[config.mk]
export PLATFORM = sky130hd
export DESIGN_NAME = dual_tick_timer
export DESIGN_NICKNAME = d
export VERILOG_FILES = /design/src/rtl/dtt_pkg.sv /design/src/rtl/dtt_counter.sv /design/src/rtl/dtt_irq_ctrl.sv /design/src/rtl/dtt_time_base.sv /design/src/rtl/dual_tick_timer.sv
export SDC_FILE = /design/constraint.sdc
export NUM_CORES = 1
export LEC_CHECK = 0
export ABC_CLOCK_PERIOD_IN_PS = 6900
export BUFFER_PORTS_ARGS = -buffer_cell sky130_fd_sc_hd__buf_4
export CAP_MARGIN = 20
export CORE_ASPECT_RATIO = 1.2
export CORE_MARGIN = 2
export CORE_UTILIZATION = 25
export CTS_BUF_LIST = sky130_fd_sc_hd__clkbuf_2
export DETAILED_ROUTE_END_ITERATION = 7
export SLEW_MARGIN = 20
export SYNTH_ARGS = -nofsm -noshare
export SYNTH_HDL_FRONTEND = slang
export SYNTH_SLANG_ARGS = --single-unit
[constraint.sdc]
create_clock -name clk -period 6.9 [get_ports clk]
set_clock_uncertainty 0.2 [all_clocks]
set_input_delay 0.345 -clock clk [delete_from_list [all_inputs] [get_ports clk]]
set_output_delay 0.345 -clock clk [all_outputs]
set_load 0.005 [all_outputs]
[src/rtl/dtt_pkg.sv]
// Package: shared constants, operation codes and register word indices
// for the dual down-counter timer. Assumes a 5-bit word index bus.
package dtt_pkg;
    localparam int NUM_TMR    = 2;
    localparam int ADDR_W     = 5;
    localparam int OP_W       = 2;
    localparam int TMR_STRIDE = 4;
    localparam int SLOT_DIV   = 0;
    localparam int SLOT_CNT   = 1;
    localparam int SLOT_CTRL  = 2;

    typedef enum logic [OP_W-1:0] {
        OP_LOAD = 2'd0,
        OP_HOLD = 2'd1,
        OP_RUN  = 2'd2,
        OP_RSVD = 2'd3
    } tmr_op_e;

    localparam logic [ADDR_W-1:0] A_TIME = 5'd14;
    localparam logic [ADDR_W-1:0] A_MASK = 5'd18;
    localparam logic [ADDR_W-1:0] A_ACK  = 5'd19;
    localparam logic [ADDR_W-1:0] A_STAT = 5'd20;

    // Word index of a per-timer register slot.
    function automatic logic [ADDR_W-1:0] tmr_word(input int t, input int slot);
        return ADDR_W'(t * TMR_STRIDE + slot);
    endfunction
endpackage

[src/rtl/dtt_counter.sv]
// Module: one down-counter with divider and control registers.
// Assumes the divider and control writes never occur on the same cycle
// (distinct addresses). A control write takes priority over a tick.
module dtt_counter
    import dtt_pkg::*;
#(
    parameter int DATA_W = 32,
    parameter int SEL_W  = 3
) (
    input  logic                    clk,
    input  logic                    rst_n,
    input  logic                    div_wr,
    input  logic                    ctrl_wr,
    input  logic [DATA_W-1:0]       wdata,
    input  logic [(1<<SEL_W)-1:0]   tick_src,
    output logic [DATA_W-1:0]       div_q,
    output logic [DATA_W-1:0]       cnt_q,
    output logic [OP_W+SEL_W-1:0]   ctrl_q,
    output logic                    expire
);
    localparam int CTRL_W = OP_W + SEL_W;

    tmr_op_e            op;
    logic [SEL_W-1:0]   sel;
    logic               tick;
    logic               running;

    assign op      = tmr_op_e'(ctrl_q[OP_W-1:0]);
    assign sel     = ctrl_q[CTRL_W-1:OP_W];
    assign tick    = tick_src[sel];
    assign running = (op == OP_RUN) && !ctrl_wr;
    assign expire  = running && tick && (cnt_q == DATA_W'(1));

    // Divider register: plain storage of the reload value.
    always_ff @(posedge clk) begin
        if (!rst_n)      div_q <= '0;
        else if (div_wr) div_q <= wdata;
    end

    // Control register: operation and tick source select.
    always_ff @(posedge clk) begin
        if (!rst_n)       ctrl_q <= '0;
        else if (ctrl_wr) ctrl_q <= wdata[CTRL_W-1:0];
    end

    // Count: load on a load write, reload at zero or decrement on a tick.
    always_ff @(posedge clk) begin
        if (!rst_n) begin
            cnt_q <= '0;
        end else if (ctrl_wr) begin
            if (tmr_op_e'(wdata[OP_W-1:0]) == OP_LOAD) cnt_q <= div_q;
        end else if (running && tick) begin
            if (cnt_q == '0) cnt_q <= div_q;
            else             cnt_q <= cnt_q - DATA_W'(1);
        end
    end
endmodule

[src/rtl/dtt_irq_ctrl.sv]
// Module: shared status, mask and acknowledge logic with the combined
// interrupt. Assumes expire pulses last one cycle; expiry beats a clear.
module dtt_irq_ctrl #(
    parameter int NUM_TMR = 2
) (
    input  logic               clk,
    input  logic               rst_n,
    input  logic [NUM_TMR-1:0] expire,
    input  logic               mask_wr,
    input  logic               ack_wr,
    input  logic [NUM_TMR-1:0] wbits,
    output logic [NUM_TMR-1:0] status_q,
    output logic [NUM_TMR-1:0] mask_q,
    output logic               irq
);
    // Status bits: one sticky flag per timer.
    for (genvar i = 0; i < NUM_TMR; i++) begin : g_stat
        always_ff @(posedge clk) begin
            if (!rst_n)                  status_q[i] <= 1'b0;
            else if (expire[i])          status_q[i] <= 1'b1;
            else if (ack_wr && wbits[i]) status_q[i] <= 1'b0;
        end
    end

    // Mask register: enables each status bit onto the interrupt.
    always_ff @(posedge clk) begin
        if (!rst_n)       mask_q <= '0;
        else if (mask_wr) mask_q <= wbits;
    end

    assign irq = |(status_q & mask_q);
endmodule

[src/rtl/dtt_time_base.sv]
// Module: free-running cycle counter for timestamps; wraps silently.
module dtt_time_base #(
    parameter int DATA_W = 32
) (
    input  logic              clk,
    input  logic              rst_n,
    output logic [DATA_W-1:0] time_q
);
    // Count every clock after reset.
    always_ff @(posedge clk) begin
        if (!rst_n) time_q <= '0;
        else        time_q <= time_q + DATA_W'(1);
    end
endmodule

[src/rtl/dual_tick_timer.sv]
// Module: top of the dual down-counter timer. Decodes the word-addressed
// bus, instances one counter per timer, the interrupt logic and the
// time base, and drives a combinational read mux.
module dual_tick_timer
    import dtt_pkg::*;
#(
    parameter int DATA_W = 32,
    parameter int SEL_W  = 3
) (
    input  logic                  clk,
    input  logic                  rst_n,
    input  logic                  bus_wr,
    input  logic [ADDR_W-1:0]     bus_addr,
    input  logic [DATA_W-1:0]     bus_wdata,
    output logic [DATA_W-1:0]     bus_rdata,
    input  logic [(1<<SEL_W)-1:0] tick_src,
    output logic                  irq
);
    localparam int CTRL_W = OP_W + SEL_W;

    logic [NUM_TMR-1:0]                div_wr;
    logic [NUM_TMR-1:0]                ctrl_wr;
    logic [NUM_TMR-1:0]                expire;
    logic [NUM_TMR-1:0][DATA_W-1:0]    div_q;
    logic [NUM_TMR-1:0][DATA_W-1:0]    cnt_q;
    logic [NUM_TMR-1:0][CTRL_W-1:0]    ctrl_q;
    logic [NUM_TMR-1:0][OP_W-1:0]      tmr_op_q;
    logic [NUM_TMR-1:0]                status_q;
    logic [NUM_TMR-1:0]                mask_q;
    logic [DATA_W-1:0]                 time_q;

    for (genvar t = 0; t < NUM_TMR; t++) begin : g_tmr
        assign div_wr[t]   = bus_wr && (bus_addr == tmr_word(t, SLOT_DIV));
        assign ctrl_wr[t]  = bus_wr && (bus_addr == tmr_word(t, SLOT_CTRL));
        assign tmr_op_q[t] = ctrl_q[t][OP_W-1:0];

        dtt_counter #(.DATA_W(DATA_W), .SEL_W(SEL_W)) u_counter (
            .clk      (clk),
            .rst_n    (rst_n),
            .div_wr   (div_wr[t]),
            .ctrl_wr  (ctrl_wr[t]),
            .wdata    (bus_wdata),
            .tick_src (tick_src),
            .div_q    (div_q[t]),
            .cnt_q    (cnt_q[t]),
            .ctrl_q   (ctrl_q[t]),
            .expire   (expire[t])
        );
    end

    dtt_irq_ctrl #(.NUM_TMR(NUM_TMR)) u_irq (
        .clk      (clk),
        .rst_n    (rst_n),
        .expire   (expire),
        .mask_wr  (bus_wr && (bus_addr == A_MASK)),
        .ack_wr   (bus_wr && (bus_addr == A_ACK)),
        .wbits    (bus_wdata[NUM_TMR-1:0]),
        .status_q (status_q),
        .mask_q   (mask_q),
        .irq      (irq)
    );

    dtt_time_base #(.DATA_W(DATA_W)) u_time (
        .clk    (clk),
        .rst_n  (rst_n),
        .time_q (time_q)
    );

    // Read mux: unmapped words and the acknowledge word read zero.
    always_comb begin
        bus_rdata = '0;
        for (int t = 0; t < NUM_TMR; t++) begin
            if (bus_addr == tmr_word(t, SLOT_DIV))  bus_rdata = div_q[t];
            if (bus_addr == tmr_word(t, SLOT_CNT))  bus_rdata = cnt_q[t];
            if (bus_addr == tmr_word(t, SLOT_CTRL)) bus_rdata = DATA_W'(ctrl_q[t]);
        end
        if (bus_addr == A_TIME) bus_rdata = time_q;
        if (bus_addr == A_MASK) bus_rdata = DATA_W'(mask_q);
        if (bus_addr == A_STAT) bus_rdata = DATA_W'(status_q);
    end
endmodule

# Yosys cells after proc, flatten, opt, wreduce, memory -nomap -nowiden
# Cells that the tools add are included.
# classes
add_sub_neg,3
magnitude_cmp,2
eq_ne,15
mux,25
bitwise_logic,1
n_reduce_logical,27
# ops
cell,n
32-bit two-way mux,17
"32-bit by 1-bit equality test with 1-bit output, second input constant",2
32-bit logical NOT,2
"32-bit by 1-bit subtractor with 32-bit output, second input constant",2
"32-bit by 1-bit adder with 32-bit output, second input constant",1
"5-bit by 3-bit equality test with 1-bit output, second input constant",3
"5-bit equality test, second input constant",3
1-bit logical AND,14
"3-bit by 4-bit less-than comparator with 1-bit output, second input constant",2
2-bit nonzero test,4
1-bit binary-select mux with 3-bit select,2
1-bit two-way mux,6
"5-bit by 1-bit equality test with 1-bit output, second input constant",1
"5-bit by 2-bit equality test with 1-bit output, second input constant",1
"5-bit by 4-bit equality test with 1-bit output, second input constant",1
5-bit logical NOT,1
"2-bit equality test, second input constant",2
"2-bit inequality test, second input constant",2
2-bit AND reduction,2
2-bit bitwise AND,1
1-bit logical NOT,2
2-bit logical NOT,1
2-bit OR reduction,1
# word_totals
regBits,174
inputBits,48
elab_cells,83

# Longest topological paths before layout
# Gate-level depths: netlist (run 1).
# depth
ltp_word,10
ltp_mapped,9
depth_no_buf,8

# Modules after synthesis
# Synthesis (run 1) repeated with hierarchy kept, for this count alone.
# hier_totals
cells_unflattened,1300
hier_area_um2,10608.9
# by_module_without_submodules
mod,instances,cells_per_inst,area_per_inst_um2,seq_area_each_um2
dtt_counter,2,425,3677.3,1381.3
dual_tick_timer,1,267,1636.6,0.0
dtt_time_base,1,168,1466.4,640.6
dtt_irq_ctrl,1,15,151.4,80.1

# Worst setup path before layout (run 1)
# Ideal clock, no wire load.
# synth_timing
kind,reg-to-reg
start,register g_tmr[0].u_counter.cnt_q[6]
end,register g_tmr[0].u_counter.cnt_q[27]
t_arrival_ps,2345
setup_slack_ps,4237
path_stages_with_launch,9
n_path_buf,2
cell_sequence,dfxtp_1 buf_6 nor4_2 or4b_4 or3_1 buf_2 or4_1 a21oi_1 nor2_1
# synth_via
elab_chain_cells,4
word_cells_on_any_way,5
# synth_lines
element,line,rtl
"start, declared",dtt_counter.sv:17,"output logic [DATA_W-1:0] cnt_q,"
"start signal, assigned",dtt_counter.sv:51,if (tmr_op_e'(wdata[OP_W-1:0]) == OP_LOAD) cnt_q <= div_q;
"start signal, assigned",dtt_counter.sv:53,if (cnt_q == '0) cnt_q <= div_q;
"start signal, assigned",dtt_counter.sv:54,else cnt_q <= cnt_q - DATA_W'(1);
32-bit by 1-bit subtractor with 32-bit output / 32-bit logical NOT (equally long branches),"dtt_counter.sv:54, dtt_counter.sv:53",
32-bit two-way mux *,dtt_counter.sv:53,
32-bit two-way mux *,dtt_counter.sv:52,end else if (running && tick) begin
32-bit two-way mux *,dtt_counter.sv:50,end else if (ctrl_wr) begin
# Every way passes the cells marked *; elsewhere a longest branch is shown, timed or not. The select of a mux whose other input is x is not followed.
# A chain may end at the register's enable or synchronous reset.

# Final worst setup path (run 1)
# layout_timing
start,input port bus_addr[4]
end,register g_tmr[1].u_counter.cnt_q[20]
# layout_via
elab_chain_cells,7
word_cells_on_any_way,9
# layout_lines
element,line,rtl
"start, declared",dual_tick_timer.sv:13,"input logic [ADDR_W-1:0] bus_addr,"
5-bit by 3-bit equality test with 1-bit output *,dual_tick_timer.sv:34,"assign ctrl_wr[t] = bus_wr && (bus_addr == tmr_word(t, SLOT_CTRL));"
1-bit logical AND *,dual_tick_timer.sv:34,
1-bit logical NOT,dtt_counter.sv:31,assign running = (op == OP_RUN) && !ctrl_wr;
1-bit logical AND,dtt_counter.sv:31,
1-bit logical AND,dtt_counter.sv:52,
2-bit nonzero test (no source line),--,
2-bit AND reduction (no source line),--,
"end signal, assigned",dtt_counter.sv:51,
"end signal, assigned",dtt_counter.sv:53,
"end signal, assigned",dtt_counter.sv:54,
"end, declared",dtt_counter.sv:17,
# Every way passes the cells marked *; elsewhere a longest branch is shown, timed or not.

==> results of run 1 <==
## flip-flops by register name, indices dropped and copies added, names as in the netlist
register and count:
u_irq.mask_q 2, g_tmr.u_counter.div_q 64, u_irq.status_q 2, g_tmr.u_counter.cnt_q 64
u_time.time_q 32, g_tmr.u_counter.ctrl_q 10
## cell usage after synthesis, types with 13 or more instances
| library cell | count | area [um^2] |
|---|---|---|
| a21oi_1 | 136 | 680.7 |
| a222oi_1 | 28 | 280.3 |
| a22oi_1 | 32 | 240.2 |
| clkbuf_1 | 79 | 296.5 |
| dfxtp_1 | 174 | 3483 |
| inv_1 | 16 | 60.06 |
| nand2_1 | 249 | 934.7 |
| nand3_1 | 50 | 250.2 |
| nand4_1 | 21 | 131.4 |
| nor2_1 | 70 | 262.8 |
| nor3_1 | 33 | 165.2 |
| nor4_1 | 28 | 175.2 |
| o21ai_0 | 71 | 355.3 |
| o22ai_1 | 21 | 131.4 |
| or3_1 | 17 | 106.4 |
| xor2_1 | 13 | 113.9 |
## per-layer routing
| layer | vias to the layer above | share of wire [%] | wire length (um) | global-route usage [%] |
|---|---|---|---|---|
| li1 | 4722 | - | - | - |
| met1 | 4830 | 42 | 15340 | 23.50 |
| met2 | 404 | 48 | 17620 | 30.70 |
| met3 | 66 | 6.3 | 2308 | 2.537 |
| met4 | 2 | 3.0 | 1082 | 7.097 |
| met5 | - | 0.036 | 13 | 0 |
## logic make-up after synthesis
kind of cell    share of synthesized area, %
fa+ha+maj                             0.6668
buf+inv                                4.947
flops                                  37.12
compound gates                         24.32
mux                                    2.120
simple gates                           28.76
xor+xnor                               2.054
## worst max-delay path, cell delays in order
cell and delay [ns]:
dlygate4sd3_1 0.55, buf_4 0.16, nor4b_1 0.83, and2_1 0.93
a21oi_1 0.16, buf_4 0.24, nand2b_1 0.62, o22ai_1 0.36
## power by group through the flow
stage | registers, mW | clock network [mW] | logic [mW]
after global placement | 1.04 | 0 | 0.130
after detailed placement | 1.04 | 0 | 0.131
after global routing | 1.02 | 0.571 | 0.162
final | 1.02 | 0.519 | 0.151
after CTS | 1.02 | 0.537 | 0.149
after floorplan | 1.04 | 0 | 0.0741
## per-stage QoR
stage	hold slack (ns)	area (um^2)
after floorplan	0.2302	9383
after global placement	0.2452	10360
after detailed placement	0.2577	10360
after CTS	0.03461	11030
after global routing	0.05198	11030
final	0.1238	11030
## path summary, 6_finish.rpt
path | from | endpoint | slack (ns) | cells after the start
max | bus_addr[4] | g_tmr[1].u_counter.cnt_q[20] | 3.19 | 8
max reg2reg | g_tmr[1].u_counter.cnt_q[18] | g_tmr[1].u_counter.cnt_q[22] | 3.27 | 8
min | bus_wdata[23] | g_tmr[0].u_counter.div_q[23] | 0.12 | 4
min reg2reg | g_tmr[1].u_counter.ctrl_q[0] | g_tmr[1].u_counter.ctrl_q[0] | 0.28 | 2
## final cells by class
class | count | area (um^2) | share of cell area, %
clock inverters | 14 | 117.6 | 1.066
repair buffers | 148 | 1226 | 11.11
flip-flops and latches | 174 | 3483 | 31.57
inverters | 17 | 65.06 | 0.5897
multi-input cells | 956 | 5455 | 49.44
diodes | 1 | 2.502 | 0.02268
well taps | 474 | 593.1 | 5.375
clock buffers | 18 | 90.09 | 0.8165
## timing repair
action,CTS,global route
resized for setup,0,0
hold endpoints to repair,118,0
setup endpoints to repair,0,0
hold buffers,46,0
==> flow_summary.toml, run 1 <==
[run_status]
outcome = "completed"

[synthesis]
synth_edf_count = 0
syn_nets = 1293
netlist_area_um2 = 9383
async_reset_ff_share_pct = 0
synth-seq-cells = 174
yosysSeqAreaShare_pct = 37.12
synth_warnings = 0
syn_avg_cell_area_um2 = 7.567
synth_cell_types = 70
postSynth.topFlopCell = "dfxtp_1"
synth_cells = 1240

[pwr]
combPwrFrac_pct = 8.9
seqPwrFrac_pct = 60.3
switchingPower_mw = 0.4850
p_int_mw = 1.206
p_total_mw = 1.691
vdd_drop_max_mv = 0.07471
p_leak_nw = 3.903
clockPowerShare_pct = 30.7
switching_share_pct = 28.68
power_density_nw_per_um2 = 153.3

[global_routing]
grt_overflow = 0
grt_pass1_wl_um = 56300
grt_start_max_net_pins = 69
grt_pass1_vias = 9607
antenna_found_initial = 2
grt.total_usage_pct = 18.22

[sta]
drv_slew = 0
worst_pin_slew_ns = 1.035
fmax_mhz = 269.4
period_needed_ns = 3.712
maxSlewHeadroom_pct = 31.01
setup_viol = 0
final.setup.tns_ns = 0
hold_viol = 0
fin_ws_ns = 3.188
period_share_pct = 53.80
rsz0062_at_grt = "no"

[layout]
nNetsFinal = 1367
final_core_util_pct = 29.90
syn2layout_area_growth_pct = 17.59
final_cells = 1802
layout-drive-gt1-share_pct = 12.43
fillers = 4008
final_cell_mix = "nand2_1, dfxtp_1, a21oi_1"
layout_commonest_cell = "nand2_1"

[placement]
post-dp-hpwl_um = 26000
place_inst = 1723
gp_congestion = 0.9287
post-place-ws_ns = 3.023
io_buffers = 80

[min_path]
hp-class = "primary input to flip-flop"

[clock_network]
tritoncts = "yes"
cts_max_path_buffers = 2
root_buffer = "clkbuf_2"
clk_latency_ns = 0.80
numCtsBuffers = 17
path_clk_slew_ns = 0.27
post_cts_buffers = 0
clock-sinks = 174
h-tree-depth = 4

[flow_run]
cap_violations = 0

[floorplanning]
coreArea_um2 = 36900
die_w_um = 180.9
start_util_pct = 25.43
rows = 77
io_pins = 81
dieHeight_um = 216.2
dieArea_um2 = 39100

[detailed_routing]
via_count = 10024
ant_nets = 0
drt_iter0_markers = 1059
wire_per_inst_um = 20.18
drt-pass1-iter-count = 7
wl_um = 36370
drcViolationCount = 0
vias_per_cell = 5.563

[setup_path]
required_ns = 7.41
worstPathArrival_ns = 4.22
critPathLaunchType = "primary input"
cp_max_fo = 25
end_kind = "flip-flop"
path_class = "primary input to flip-flop"
No activity file was read; power rests on OpenSTA's default activity.
==> run 2: changes to the inputs <==
--- a/config.mk
+++ b/config.mk
@@ -5,7 +5,7 @@
 export SDC_FILE = /design/constraint.sdc
 export NUM_CORES = 1
 export LEC_CHECK = 0
-export ABC_CLOCK_PERIOD_IN_PS = 6900
+export ABC_CLOCK_PERIOD_IN_PS = 3400
 export BUFFER_PORTS_ARGS = -buffer_cell sky130_fd_sc_hd__buf_4
 export CAP_MARGIN = 20
 export CORE_ASPECT_RATIO = 1.2
==> constraint.sdc (replaced) <==
create_clock -name clk -period 3.4 [get_ports clk]
set_clock_uncertainty 0.2 [all_clocks]
set_input_delay 0.17 -clock clk [delete_from_list [all_inputs] [get_ports clk]]
set_output_delay 0.17 -clock clk [all_outputs]
set_load 0.005 [all_outputs]
==> flow_summary.toml, run 2 (synthesis gave the netlist of run 1 again) <==
[setup_path]
end_kind = "flip-flop"
reg2reg_depth = 7
cp_max_fo = 21
critPathLaunchType = "primary input"
worstPathArrival_ns = 3.89
path_class = "primary input to flip-flop"
required_ns = 4.02

[global_routing]
grt.total_usage_pct = 19.12
grt_overflow = 0
grt_start_max_net_pins = 51
grt_pass1_wl_um = 58630
grt_pass1_vias = 9907
antenna_found_initial = 1

[placement]
gp_congestion = 0.9364
post-dp-hpwl_um = 26720
place_inst = 1749
io_buffers = 80

[flow_run]
cap_violations = 0

[detailed_routing]
vias_per_cell = 5.541
drt_iter0_markers = 1118
drcViolationCount = 0
via_count = 10434
drt-pass1-iter-count = 6
ant_nets = 0
wl_um = 37870
wire_per_inst_um = 20.11

[layout]
syn2layout_area_growth_pct = 25.39
regArea_um2 = 3483
final_cells = 1883
layout_commonest_cell = "nand2_1"
layout-drive-gt1-share_pct = 13.42
top_regs = "g_tmr.u_counter.cnt_q: 64 flops, g_tmr.u_counter.div_q: 64 flops, u_time.time_q: 32 flops"
fillers = 3912
final_core_util_pct = 31.88
nNetsFinal = 1448
final_cell_mix = "nand2_1, dfxtp_1, a21oi_1"
multi_input_area_um2 = 5451

[sta]
setup_viol = 0
fmax_mhz = 306.3
period_share_pct = 96.03
maxSlewHeadroom_pct = 22.28
hold_slack_ns = 0.09257
final.setup.tns_ns = 0
worst_pin_slew_ns = 1.162
hold_viol = 0
drv_slew = 0
period_needed_ns = 3.265
rsz0062_at_grt = "no"

[pwr]
seqPwrFrac_pct = 59.5
switchingPower_mw = 0.9827
switching_share_pct = 28.26
p_int_mw = 2.494
p_leak_nw = 4.248
combPwrFrac_pct = 10.4
vdd_drop_max_mv = 0.1813
p_total_mw = 3.477
power_density_nw_per_um2 = 295.5
clockPowerShare_pct = 30.1

[clock_network]
tritoncts = "yes"
h-tree-depth = 4
path_clk_slew_ns = 0.26
post_cts_buffers = 0
root_buffer = "clkbuf_2"
cts_max_path_buffers = 2
clock-sinks = 174
numCtsBuffers = 17
holdBufCountCts = 101
clk_latency_ns = 0.89
cts_resized = 0

[floorplanning]
io_pins = 81
coreArea_um2 = 36900
rows = 77
start_util_pct = 25.43
dieHeight_um = 216.2
die_w_um = 180.9
dieArea_um2 = 39100

[min_path]
hp-class = "primary input to flip-flop"
holdPathStages = 5

[run_status]
outcome = "completed"
[run 2: cell types whose count changed in the layout (fill, tap and decap cells not counted)]
cell and delta:
dlygate4sd3_1 +55, buf_4 +26, clkbuf_2 +3, clkinv_2 -2
clkinv_4 -2, a21oi_1 +1, a21oi_2 -1, clkinv_1 +1
clkinvlp_4 +1, inv_6 -1
[run 2: final cells by class]
class | count | area share (%)
Clock buffer | 21 | 0.8933
Tap cell | 474 | 5.041
Clock inverter | 11 | 0.7870
Timing Repair Buffer | 229 | 16.76
Multi-Input combinational cell | 956 | 46.34
Sequential cell | 174 | 29.61
Antenna cell | 1 | 0.02127
Inverter | 17 | 0.5530
[run 2: final timing paths]
check | startpoint | end | slack [ns]
worst max register to register | g_tmr[1].u_counter.ctrl_q[3] | g_tmr[1].u_counter.cnt_q[10] | 0.17
worst min register to register | g_tmr[1].u_counter.ctrl_q[0] | g_tmr[1].u_counter.ctrl_q[0] | 0.29
worst min-delay path | bus_addr[3] | u_irq.mask_q[0] | 0.09
worst max-delay path | bus_addr[4] | g_tmr[1].u_counter.div_q[6] | 0.14
[run 2: routing by layer]
layer | global-route usage (%) | vias to the layer above | routed length (um)
li1 | - | 4888 | -
met1 | 24.38 | 5040 | 16020
met2 | 30.76 | 416 | 17700
met3 | 3.663 | 90 | 2559
met4 | 9.677 | 0 | 1592
met5 | 0 | - | 0
[run 2: critical path, stage by stage]
cell	delay (ns)
dlygate4sd3_1	0.55
buf_4	0.17
nor2_1	0.15
buf_4	0.15
dlygate4sd3_1	0.58
and3_1	0.18
buf_4	0.23
dlygate4sd3_1	1.36
nand2_1	0.13
a21oi_1	0.18
[run 2: per-stage QoR]
stage / area (um^2) / worst slack, ns
2_1_floorplan: 9383 / 0.7370
3_3_place_gp: 10550 / 0.5533
3_5_place_dp: 10550 / 0.5221
4_1_cts: 11760 / 0.2087
5_1_grt: 11770 / 0.03148
6_report: 11770 / 0.1351
[run 2: power groups by stage]
stage / combinational (mW) / clock, mW / sequential, mW
after global placement: 0.274 / 0 / 2.11
after detailed placement: 0.274 / 0 / 2.11
after CTS: 0.354 / 1.08 / 2.07
after global routing: 0.383 / 1.16 / 2.07
final: 0.360 / 1.05 / 2.07
after floorplan: 0.150 / 0 / 2.10
==> run 3: changes to the inputs <==
--- a/config.mk
+++ b/config.mk
@@ -10,10 +10,12 @@
 export CAP_MARGIN = 20
 export CORE_ASPECT_RATIO = 1.2
 export CORE_MARGIN = 2
-export CORE_UTILIZATION = 25
+export CORE_UTILIZATION = 57
 export CTS_BUF_LIST = sky130_fd_sc_hd__clkbuf_2
 export DETAILED_ROUTE_END_ITERATION = 7
+export PLACE_DENSITY = 0.79
 export SLEW_MARGIN = 20
 export SYNTH_ARGS = -nofsm -noshare
 export SYNTH_HDL_FRONTEND = slang
+export SYNTH_HIERARCHICAL = 1
 export SYNTH_SLANG_ARGS = --single-unit
==> flow_summary.toml, run 3 <==
[detailed_routing]
drt-pass1-iter-count = 6
vias_per_cell = 6.687
wire_per_inst_um = 21.59
via_count = 11067
drcViolationCount = 0
wl_um = 35730
ant_nets = 0
drt_iter0_markers = 1549

[floorplanning]
rows = 54
io_pins = 81
die_w_um = 128.5
dieHeight_um = 153.4
dieArea_um2 = 19720
start_util_pct = 58.16
coreArea_um2 = 18240

[sta]
period_needed_ns = 2.944
drv_slew = 0
rsz0062_at_grt = "no"
final.setup.tns_ns = 0
setup_viol = 0
fin_ws_ns = 0.4557
fmax_mhz = 339.6
hold_viol = 0
hold_slack_ns = 0.05906
period_share_pct = 86.60
worst_pin_slew_ns = 0.9658
maxSlewHeadroom_pct = 35.61

[pwr]
p_int_mw = 2.715
power_density_nw_per_um2 = 303.9
seqPwrFrac_pct = 55.1
switching_share_pct = 27.86
p_leak_nw = 4.393
clockPowerShare_pct = 30.6
vdd_drop_max_mv = 0.2136
p_total_mw = 3.763
switchingPower_mw = 1.048
combPwrFrac_pct = 14.3

[layout]
final_cell_mix = "dfxtp_1, nor2_1, mux2i_1"
nNetsFinal = 1469
top_regs = "g_tmr.u_counter/cnt_q: 64 flops, g_tmr.u_counter/div_q: 64 flops, u_time/time_q: 32 flops"
syn2layout_area_growth_pct = 16.70
final_cells = 1655
layout_commonest_cell = "dfxtp_1"
layout-drive-gt1-share_pct = 14.28

[flow_run]
cap_violations = 0

[global_routing]
antenna_found_initial = 2
grt_pass1_vias = 10501
grt_pass1_wl_um = 55970
grt_overflow = 0
grt_start_max_net_pins = 47
grt.total_usage_pct = 35.79

[synthesis]
netlist_area_um2 = 10610
synth_warnings = 6
syn_nets = 1353
synth-seq-cells = 174
synth_common_cells = "dfxtp_1, nor2_1, mux2i_1, nand2_1, a21oi_1"
synth_top_area_share_pct = 32.83
synth_most_common_cell = "dfxtp_1"
synth_cells = 1300
yosysTopAreaCell = "dfxtp_1"
synth_edf_count = 0
yosysSeqAreaShare_pct = 32.83
synth_area_leaders = "dfxtp_1, mux2i_1, nor2_1"
async_reset_ff_share_pct = 0
synth_cell_types = 77
syn_avg_cell_area_um2 = 8.161
postSynth.topFlopCell = "dfxtp_1"

[clock_network]
path_clk_slew_ns = 0.25
cts_resized = 0
clk_latency_ns = 0.75
post_cts_buffers = 0
root_buffer = "clkbuf_2"
numCtsBuffers = 17
tritoncts = "yes"
clock-sinks = 174
holdBufCountCts = 86
h-tree-depth = 4
cts_max_path_buffers = 2

[run_status]
outcome = "completed"

[placement]
io_buffers = 80
gp_congestion = 1.014
place_inst = 1534
post-place-ws_ns = 0.5472
post-dp-hpwl_um = 23760

[min_path]
hp-class = "primary input to flip-flop"

[setup_path]
worstPathArrival_ns = 2.57
required_ns = 3.03
end_kind = "output pin"
cp_max_fo = 14
critPathLaunchType = "primary input"
path_class = "primary input to output pin"
run 3: cell types whose count changed after synthesis, moves of 33 or more:
cell,before,now
nor2b_1,6,42
clkbuf_1,79,34
o22ai_1,21,54
nand2_1,249,92
o21ai_1,1,44
nor2_1,70,157
o21ai_0,71,28
mux2i_1,12,117
a21oi_1,136,70
run 3: per-layer routing:
layer,up-vias,GRT usage (%),part of all wire [%]
met5,-,0,0
met1,5193,46.62,40
met4,0,12.94,3.5
li1,5043,-,-
met3,137,8.015,9.9
met2,694,58.05,47
run 3: final timing paths:
path / from / to / slack (ns) / cells after the start
worst max-delay path: bus_addr[0] / bus_rdata[18] / 0.46 / 8
worst min-delay path: bus_wdata[12] / g_tmr[1].u_counter/div_q[12] / 0.06 / 4
worst max register to register: g_tmr[0].u_counter/cnt_q[0] / g_tmr[0].u_counter/cnt_q[27] / 0.50 / 8
worst min register to register: u_time/time_q[31] / u_time/time_q[31] / 0.29 / 2
run 3: through the flow:
step           cell area [um^2]  utilization [%]
2_1_floorplan             10610                -
3_3_place_gp              11260            61.73
3_5_place_dp              11260            61.73
4_1_cts                   12370            67.78
5_1_grt                   12380            67.87
6_report                  12380            67.87
run 3: final cells by class:
cell class | instances | area, um^2
antenna | 2 | 5.005
clock buffer | 20 | 100.1
clock inverter | 12 | 143.9
fill | 1500 | 5862
inverter | 30 | 112.6
multi-input combinational | 991 | 6509
sequential | 174 | 3483
tap | 224 | 280.3
timing repair buffer | 202 | 1747
run 3: power by group through the flow:
stage	Clock (mW)	Sequential, mW	Combinational (mW)
floorplan	0	2.10	0.291
global placement	0	2.11	0.432
detailed placement	0	2.11	0.436
CTS	1.16	2.07	0.513
global route	1.25	2.08	0.564
finish	1.15	2.07	0.536
run 3: worst max-delay path: stages:
cell and delay [ns]:
dlygate4sd3_1 0.55, buf_4 0.18, nand2b_1 0.44, buf_4 0.36
o22ai_1 0.19, a2bb2oi_1 0.40, o21ai_1 0.13, buf_4 0.15
run 3: logic make-up after synthesis:
family                   Yosys count  synth area share [%]
AO/OA/AOI/OAI                    352                 23.10
buffers and inverters            135                 6.298
adder cells (fa/ha/maj)            5                0.5897
XOR/XNOR                           9                0.7430
AND/OR/NAND/NOR                  502                 24.76
multiplexers                     123                 11.68
flip-flops                       174                 32.83
